## config.mk

```make
export PLATFORM = sky130hd
export DESIGN_NAME = shared_buf_monitor
export DESIGN_NICKNAME = d
export VERILOG_FILES = /design/src/rtl/shared_buf_monitor.sv
export SDC_FILE = /design/constraint.sdc
export NUM_CORES = 1
export LEC_CHECK = 0
export BUFFER_PORTS_ARGS = -buffer_cell sky130_fd_sc_hd__buf_2
export CAP_MARGIN = 20
export CORE_AREA = 2 2 91 93
export DETAILED_ROUTE_END_ITERATION = 16
export DIE_AREA = 0 0 93 95
export PLACE_DENSITY_LB_ADDON = 0.15
export SYNTH_ARGS = -nofsm -noshare
export SYNTH_HDL_FRONTEND = slang
export SYNTH_SLANG_ARGS = --single-unit
```

## constraint.sdc

```tcl
create_clock -name clk -period 2 [get_ports clk]
set_input_delay 0 -clock clk [delete_from_list [all_inputs] [get_ports clk]]
set_output_delay 0 -clock clk [all_outputs]
set_load 0.02 [all_outputs]
```

## src/rtl/shared_buf_monitor.sv

```systemverilog
module shared_buf_monitor #(
  parameter int AW        = 8,
  parameter int DW        = 32,
  parameter int BUF_BASE  = 0,
  parameter int BUF_WORDS = 32,
  parameter logic [AW-1:0] PT_ADDR = 8'h80,
  parameter logic [AW-1:0] CT_ADDR = 8'h81,
  parameter int CW        = 8,
  localparam int OW       = $clog2(BUF_WORDS)
) (
  input  logic          clk,
  input  logic          rst,
  input  logic          p_valid,
  input  logic          p_we,
  input  logic [AW-1:0] p_addr,
  input  logic [DW-1:0] p_wdata,
  output logic          p_gnt,
  output logic          p_deny,
  output logic          p_rvalid,
  output logic [DW-1:0] p_rdata,
  input  logic          e_valid,
  input  logic          e_we,
  input  logic [AW-1:0] e_addr,
  input  logic [DW-1:0] e_wdata,
  output logic          e_gnt,
  output logic          e_deny,
  output logic          e_rvalid,
  output logic [DW-1:0] e_rdata,
  output logic          mem_en,
  output logic          mem_we,
  output logic [OW-1:0] mem_addr,
  output logic [DW-1:0] mem_wdata,
  input  logic [DW-1:0] mem_rdata,
  output logic [CW-1:0] viol_cnt
);

  localparam logic [AW-1:0] BASE_A = AW'(BUF_BASE);
  localparam logic [AW-1:0] SPAN_A = AW'(BUF_WORDS);
  localparam logic [CW-1:0] CMAX   = {CW{1'b1}};

  logic eng_own;
  logic p_in, e_in, p_hand, e_hand, p_ok, e_ok;
  logic p_rd_q, e_rd_q;
  logic [AW-1:0] p_off, e_off;
  logic [CW:0] cnt_sum;

  assign p_off  = p_addr - BASE_A;
  assign e_off  = e_addr - BASE_A;
  assign p_in   = p_off < SPAN_A;
  assign e_in   = e_off < SPAN_A;
  assign p_hand = p_we && (p_addr == PT_ADDR);
  assign e_hand = e_we && (e_addr == CT_ADDR);

  assign p_ok   = !eng_own && (p_in || p_hand);
  assign e_ok   =  eng_own && (e_in || e_hand);

  assign p_gnt  = p_valid &&  p_ok;
  assign p_deny = p_valid && !p_ok;
  assign e_gnt  = e_valid &&  e_ok;
  assign e_deny = e_valid && !e_ok;

  assign mem_en    = (p_gnt && p_in) || (e_gnt && e_in);
  assign mem_we    = eng_own ? e_we : p_we;
  assign mem_addr  = eng_own ? OW'(e_off) : OW'(p_off);
  assign mem_wdata = eng_own ? e_wdata : p_wdata;

  assign p_rvalid = p_rd_q;
  assign e_rvalid = e_rd_q;
  assign p_rdata  = p_rd_q ? mem_rdata : '0;
  assign e_rdata  = e_rd_q ? mem_rdata : '0;

  assign cnt_sum = {1'b0, viol_cnt} + (CW+1)'(p_deny) + (CW+1)'(e_deny);

  always_ff @(posedge clk) begin
    if (rst) begin
      eng_own  <= 1'b0;
      p_rd_q   <= 1'b0;
      e_rd_q   <= 1'b0;
      viol_cnt <= '0;
    end else begin
      if (p_gnt && p_hand)      eng_own <= 1'b1;
      else if (e_gnt && e_hand) eng_own <= 1'b0;
      p_rd_q   <= p_gnt && p_in && !p_we;
      e_rd_q   <= e_gnt && e_in && !e_we;
      viol_cnt <= cnt_sum[CW] ? CMAX : cnt_sum[CW-1:0];
    end
  end

endmodule


```

==> impl_summary.log, run 1 <==
[metrics] DP Worst Slack: 5.105 ps
[metrics] total overflow reported by the global router: 0
[metrics] GR Util All Layers: 12.10%
[metrics] pin count of the biggest net entering global routing: 38
[metrics] number of port buffers: 234
[metrics] Worst EP required: 2180 ps
[metrics] area enclosed by the die boundary: 0.008835 sq mm
[metrics] min Tclk post-route: 1803 ps
[metrics] number of buffers and inverters on the critical path: 2
[metrics] mux contribution to synthesized area: 28.60%
[metrics] area share of fa/ha/maj cells after synthesis: 2.174%
[metrics] Net Sw Frac: 33.13%
[metrics] gate family responsible for the most delay along the worst path: adder cells
[metrics] worst slew margin relative to its limit: 69.64%
[metrics] Worst R2R Path Depth: 8
[metrics] status: completed
[metrics] number of synthesized flops with an enable pin: 0
[metrics] Vias: 2205
[metrics] # rows: 33
[metrics] final standard cell count with taps included and fillers excluded: 523
[metrics] clk buf depth: 2
[metrics] CP max FO: 6
[metrics] initial DRC count: 14
[metrics] area share of and/or/nand/nor cells after synthesis: 39.72%
[metrics] post-detail-place hpwl: 5.430 mm
[metrics] ratio of final minimum period to clock period: 90.17%
[metrics] peak supply drop: 191.3 uV
[metrics] CTS HTree Levels: 1
[metrics] starting density of the core: 18.88%
[metrics] final number of hold-violating endpoints: 0
[metrics] Worst Hold Class: input port to register
[metrics] clock network fraction of total power: 27.1%
[metrics] setup slack of the worst register-to-register path: 200 ps
[metrics] via-per-instance ratio: 4.216
[metrics] number of max-cap violations: 0
[metrics] Main synth FF type: sky130_fd_sc_hd__dfxtp_1
[metrics] latest clock arrival within the worst-skew pair: 240 ps
[metrics] chip height: 95 microns
[metrics] number of nets at the end of the flow: 539
[metrics] clock slew at the register clock pins of the worst setup and hold paths: 60 ps
[metrics] dominant combinational cell family by area after synthesis: simple AND/OR/NAND/NOR gates
[metrics] Worst path slowest cell: sky130_fd_sc_hd__fa_2
[metrics] Top Ports: 235
[metrics] Syn Inst Count: 183
[metrics] core region area: 0.007928 sq mm
[metrics] DR DRC count: 0
[metrics] initial antenna violation count: 0
[metrics] total stage count of the critical path: 8
[metrics] count of nets left with antenna violations after detail routing: 0
[metrics] routed wire length: 6.293 mm
[metrics] Setup Skew: 11.10 ps
[metrics] cell area power density: 285.2 mW/mm^2
[metrics] number of global-route vias before repair: 1920
[metrics] net switching power: 0.2709 mW
[metrics] total power of the final layout: 0.8176 mW
[metrics] count of unique library cells instantiated by Yosys: 32
[metrics] total inserted antenna cells: 0
[metrics] timing-limited maximum frequency: 554.5 MHz
[metrics] top post-synthesis cells by count: sky130_fd_sc_hd__and2_1 (65), sky130_fd_sc_hd__mux2_2 (38), sky130_fd_sc_hd__dfxtp_1 (11), sky130_fd_sc_hd__a21oi_1 (7), sky130_fd_sc_hd__clkbuf_1 (7)
[metrics] number of warning messages in the yosys log: 0
[metrics] first-pass GRT wire length: 8.700 mm
[metrics] layout-stage area growth over the synthesis result: 91.56%
[metrics] RePlAce Congestion: 0.7747
[metrics] internal power: 0.5467 mW
[metrics] main area contributors after synthesis: sky130_fd_sc_hd__mux2_2 (29%), sky130_fd_sc_hd__and2_1 (27%), sky130_fd_sc_hd__dfxtp_1 (15%)
[metrics] post-placement cell count: 517
[metrics] Sum Neg Setup Slack: 0 ps
[metrics] cell count of the worst hold path: 4
[metrics] first-pass iteration count of the detailed router: 4
[metrics] critical path class: register to register
[metrics] post-synthesis xor/xnor area fraction: 1.756%
[metrics] number of setup violations in the final report: 0
[metrics] proportion of layout cells with a drive suffix above 1: 69.38%
[metrics] Crit path largest cell delay: 400 ps
[metrics] Yosys top cell area share: 28.60%
[metrics] static leakage power: 1.655 nW
[metrics] Worst Path Arrival: 1980 ps
[metrics] Horiz. Die Dim: 93 microns
[metrics] proportion of synthesized chip area in sequential cells: 14.72%
[metrics] part of the total power dissipated in combinational logic: 43.6%
[metrics] cell with the most instances after synthesis: sky130_fd_sc_hd__and2_1
[metrics] netlist area before placement: 0.001496 sq mm
[metrics] number of nets in the synthesized netlist: 303
[metrics] min setup slack post-route: 196.5 ps
[metrics] Synth area leader: sky130_fd_sc_hd__mux2_2
[metrics] Clock Sink Count: 11
[metrics] unrepaired setup endpoints after global routing: true
[metrics] Synth Register Bits: 11
[metrics] most numerous cell on the critical path: sky130_fd_sc_hd__inv_1
[metrics] per-cell routed wire length: 12.03 microns
[metrics] clk root buf: sky130_fd_sc_hd__clkbuf_8
[metrics] share of flip-flops with an asynchronous set or reset after synthesis: 0%
[metrics] Pins Over Slew Limit: 0
[metrics] type of origin of the critical path: register
[metrics] cell-by-cell listing of the critical path: inv_1, o21ai_0, fa_2, inv_1, ha_1, and3_4, nand3_2, a21oi_1
[metrics] TritonCTS buffer count: 3
[metrics] Least-Margin Pin Slew: 455.4 ps
[metrics] crit end category: register
[metrics] post-synthesis compound-gate area fraction: 7.274%
[metrics] clock tree from TritonCTS: yes
[metrics] sequential share of power: 29.3%
[metrics] Avg Inst Size Synth: 8.177 sq um
sequential cells by signal (all words and copies together), names as in the netlist:
name / cells
eng_own: 1
p_rvalid: 1
viol_cnt: 8
e_rvalid: 1
area by class of cell:
type | instances | area [sq um]
clock inverter | 1 | 5.005
sequential | 11 | 221.5
inverter | 5 | 18.77
multi-input combinational | 155 | 1205
tap | 105 | 131.4
timing repair buffer | 243 | 1244
fill | 850 | 5061
clock buffer | 3 | 41.29
worst paths after layout:
| check | to | from |
|---|---|---|
| worst max register to register | viol_cnt[0] | eng_own |
| worst max-delay path | viol_cnt[0] | eng_own |
| worst min register to register | viol_cnt[5] | viol_cnt[5] |
| worst min-delay path | eng_own | p_addr[6] |
power groups by stage:
stage                     Sequential [mW]  Combinational, mW  Clock [mW]
after floorplan                     0.255              0.150           0
after global placement              0.245              0.355           0
after detailed placement            0.245              0.354           0
after CTS                           0.240              0.359       0.225
after global routing                0.242              0.393       0.237
final                               0.240              0.356       0.221
kinds of logic (layout without fill, tap and decap cells):
logic type | Yosys count | after routing
flops | 11 | 11
mux | 38 | 38
fa+ha+maj | 2 | 2
buf+inv | 17 | 252
xor+xnor | 3 | 3
compound gates | 18 | 18
simple gates | 94 | 94
worst register-to-register path: cells and delay by family (launching register included):
family	cells	cell delay, ps
simple gates	2	380
buf+inv	2	170
flops	1	330
fa+ha+maj	2	570
compound gates	2	310
metal layers:
metal  vias up  GRT usage, %  part of all wire (%)
li1       1102             -                     -
met1       959         12.74                    34
met2       144         24.34                    54
met3         0         2.713                    12
met4         0         2.574                     0
met5         -             0                     0
placed cells by master, fill, tap and decap left out, types with 2 or more instances in the layout:
master / synthesis / routed
sky130_fd_sc_hd__a311oi_1: 2 / 2
sky130_fd_sc_hd__o21a_1: 2 / 2
sky130_fd_sc_hd__dfxtp_1: 11 / 10
sky130_fd_sc_hd__o21ai_0: 3 / 3
sky130_fd_sc_hd__nor2b_1: 2 / 2
sky130_fd_sc_hd__nand3_1: 3 / 2
sky130_fd_sc_hd__buf_4: 4 / 7
sky130_fd_sc_hd__clkbuf_8: 0 / 3
sky130_fd_sc_hd__dlygate4sd3_1: 0 / 2
sky130_fd_sc_hd__mux2_2: 38 / 38
sky130_fd_sc_hd__a21oi_1: 7 / 6
sky130_fd_sc_hd__nor3b_1: 3 / 3
sky130_fd_sc_hd__and4bb_2: 2 / 2
sky130_fd_sc_hd__buf_2: 0 / 234
sky130_fd_sc_hd__nand2_1: 2 / 2
sky130_fd_sc_hd__inv_1: 5 / 5
sky130_fd_sc_hd__and2_1: 65 / 65
sky130_fd_sc_hd__xnor2_1: 2 / 2
sky130_fd_sc_hd__a31oi_1: 3 / 3
sky130_fd_sc_hd__and3_1: 2 / 2
sky130_fd_sc_hd__nor3_1: 5 / 5
sky130_fd_sc_hd__nor2_1: 3 / 3
per-stage QoR:
step	hold WS [ps]	util, %	area [sq um]
floorplan	78.94	-	1508
global placement	207.0	35.27	2796
detailed placement	218.0	35.27	2796
CTS	62.88	36.11	2863
global route	91.48	36.16	2867
finish	66.38	36.16	2867
repair_timing:
item	4_1_cts	5_1_grt
buffers inserted	0	0
resized for setup	0	1
endpoints found under the setup margin	0	1
endpoints found under the hold margin	2	0
hold buffers	2	0
No activity file was read; power rests on OpenSTA's default activity.
==> run 2, diff against run 1 <==
- CORE_AREA: 2 2 91 93 -> 2 2 90 92
- CTS_BUF_LIST: unset -> sky130_fd_sc_hd__clkbuf_4
- DIE_AREA: 0 0 93 95 -> 0 0 92 94
==> run 2 against run 1 <==
Effect of this change: clock power down 26%; via count is 0.45% higher; sequential power hardly changed; maximum frequency decreased by 2.0%; final cell count is 0.76% lower; count of clock-buffer cells in the layout grew 1; core utilization rose by 1.1 points; global-route usage grew 1.0 points; critical path depth down 1; clock skew shrank 8.3 ps; combinational power is essentially flat; power down 6.7%.
==> impl_summary.log, run 2 (synthesis results as in run 1) <==
[metrics] number of flip-flops in the largest register: 8 (unchanged)
[metrics] # rows: 32 (-3.0%)
[metrics] clk buf depth: 2 (unchanged)
[metrics] min Tclk post-route: 1841 ps (+37.70 ps)
[metrics] total inserted antenna cells: 0 (unchanged)
[metrics] initial DRC count: 27 (+13)
[metrics] layout-stage area growth over the synthesis result: 89.46%
[metrics] number of setup violations in the final report: 0 (unchanged)
[metrics] setup slack of the worst register-to-register path: 160 ps (-40 ps)
[metrics] cell-by-cell listing of the critical path: o21ai_0, fa_2, inv_1, ha_1, and3_4, a21oi_1, a311oi_1
[metrics] ratio of final minimum period to clock period: 92.06% (+1.9 points)
[metrics] Worst Path Arrival: 2010 ps (+30 ps)
[metrics] timing-limited maximum frequency: 543.1 MHz (-2.0%)
[metrics] gate family responsible for the most delay along the worst path: adder cells
[metrics] most frequent standard cell in the layout excluding fill and tap cells: sky130_fd_sc_hd__buf_2
[metrics] worst slew margin relative to its limit: 69.43% (-0.20 points)
[metrics] Vias: 2215 (+0.45%)
[metrics] first-pass iteration count of the detailed router: 4 (unchanged)
[metrics] Sum Neg Setup Slack: 0 ps (unchanged)
[metrics] Horiz. Die Dim: 92 microns (-1.1%)
[metrics] unrepaired setup endpoints after global routing: false
[metrics] Worst path slowest cell: sky130_fd_sc_hd__fa_2
[metrics] number of nets at the end of the flow: 538 (-0.19%)
[metrics] cell area power density: 269.0 mW/mm^2 (-5.7%)
[metrics] number of global-route vias before repair: 1971 (+2.7%)
[metrics] number of buffers and inverters on the critical path: 1 (-1)
[metrics] Crit path largest cell delay: 430 ps (+30 ps)
[metrics] area enclosed by the die boundary: 0.008648 sq mm (-2.1%)
[metrics] post-detail-place hpwl: 5.704 mm (+5.0%)
[metrics] count of nets left with antenna violations after detail routing: 0 (unchanged)
[metrics] clock slew at the register clock pins of the worst setup and hold paths: 70 ps (about the same)
[metrics] final non-filler cell area: 0.002835 sq mm (-1.1%)
[metrics] clk root buf: sky130_fd_sc_hd__clkbuf_4
[metrics] Setup Skew: 2.829 ps (-8.269 ps)
[metrics] chip height: 94 microns (-1.1%)
[metrics] TritonCTS buffer count: 3 (unchanged)
[metrics] Largest Register: viol_cnt
[metrics] Top Ports: 235 (unchanged)
[metrics] placed instance area: 0.002785 sq mm (-0.40%)
[metrics] Pins Over Slew Limit: 0 (unchanged)
[metrics] CP max FO: 8 (+2)
[metrics] via-per-instance ratio: 4.268 (+1.2%)
[metrics] Worst EP required: 2170 ps (about the same)
[metrics] initial antenna violation count: 0 (unchanged)
[metrics] commonest cells after routing, fill and taps aside: sky130_fd_sc_hd__buf_2 (234), sky130_fd_sc_hd__and2_1 (65), sky130_fd_sc_hd__mux2_2 (38), sky130_fd_sc_hd__dfxtp_1 (10), sky130_fd_sc_hd__a21oi_1 (7)
[metrics] critical path class: register to register
[metrics] core region area: 0.007607 sq mm (-4.0%)
[metrics] latest clock arrival within the worst-skew pair: 270 ps (+30 ps)
[metrics] CTS HTree Levels: 1 (unchanged)
[metrics] routed wire length: 6.629 mm (+5.3%)
[metrics] Clock Sink Count: 11 (unchanged)
[metrics] status: completed
[metrics] Least-Margin Pin Slew: 458.5 ps (+3.056 ps)
[metrics] number of port buffers: 234 (unchanged)
[metrics] peak supply drop: 151.2 uV (-21%)
[metrics] proportion of layout cells with a drive suffix above 1: 69.06% (-0.31 points)
[metrics] clock tree from TritonCTS: yes
[metrics] pin count of the biggest net entering global routing: 39 (+2.6%)
[metrics] first-pass GRT wire length: 9.246 mm (+6.3%)
[metrics] Worst Hold Class: input port to register
[metrics] crit end category: register
[metrics] GR Util All Layers: 13.11% (+1.0 points)
[metrics] RePlAce Congestion: 0.7426 (-4.1%)
[metrics] number of max-cap violations: 0 (unchanged)
[metrics] starting density of the core: 19.67% (+0.79 points)
[metrics] static leakage power: 1.642 nW (-0.78%)
[metrics] per-cell routed wire length: 12.77 microns (+6.2%)
[metrics] type of origin of the critical path: register
[metrics] total overflow reported by the global router: 0 (unchanged)
[metrics] DR DRC count: 0 (unchanged)
[metrics] final hold slack: 31.68 ps (-34.69 ps)
[metrics] final number of hold-violating endpoints: 0 (unchanged)
[metrics] post-CTS setup-driven buffer insertion count: 0 (unchanged)
-- run 2: changes by cell type in the layout (fill, tap and decap cells not counted), sizes merged --
| cell | delta |
|---|---|
| buf | -1 |
| clkbuf | +1 |
| clkinv | -1 |
-- run 2: report_power, final --
part           internal (mW)  leakage, nW  switching [mW]  total, mW
sequential             0.229       0.0897          0.0114      0.240
combinational          0.180         1.53           0.178      0.358
clock                 0.0907       0.0184          0.0735      0.164
-- run 2: final timing paths --
check | cells after the start | to | start
max | 7 | viol_cnt[6] | eng_own
min | 4 | eng_own | p_addr[5]
max reg2reg | 7 | viol_cnt[6] | eng_own
min reg2reg | 2 | viol_cnt[5] | viol_cnt[5]
-- run 2: what timing repair did --
item / CTS / global route
resized for setup: 0 / 1
hold endpoints to repair: 2 / 0
hold buffers: 2 / 0
setup endpoints to repair: 0 / 6
-- run 2: area by class of cell --
class                   count  area (sq um)
fillers                   814          4772
repair buffers            242          1236
multi-input cells         155          1201
flip-flops and latches     11         221.5
well taps                 102         127.6
clock buffers               4         30.03
inverters                   5         18.77
-- run 2: tightest hold or removal path, cell delays in order --
cell,delay [ps]
sky130_fd_sc_hd__buf_2,90
sky130_fd_sc_hd__nor2_1,50
sky130_fd_sc_hd__nand4_1,60
sky130_fd_sc_hd__o31ai_1,60
-- run 2: through the flow --
stage          cells  utilization [%]  power, mW  worst slack [ps]
2_1_floorplan    183                -     0.4054             36.31
3_3_place_gp     513            36.61     0.6005             43.95
3_5_place_dp     513            36.61     0.6025            -11.40
4_1_cts          519            37.27     0.7728             104.9
5_1_grt          519            37.27     0.8225             26.73
6_report         519            37.27     0.7627             158.9
-- run 2: per-layer routing --
metal  routed length, microns  global-route usage, %  share of wire, %  vias to the layer above
li1                         -                      -                 -                     1099
met1                     2367                  13.86                36                      971
met2                     3617                  26.72                55                      145
met3                      644                  2.970               9.7                        0
met4                        0                  1.866                 0                        0
met5                        0                      0                 0                        -
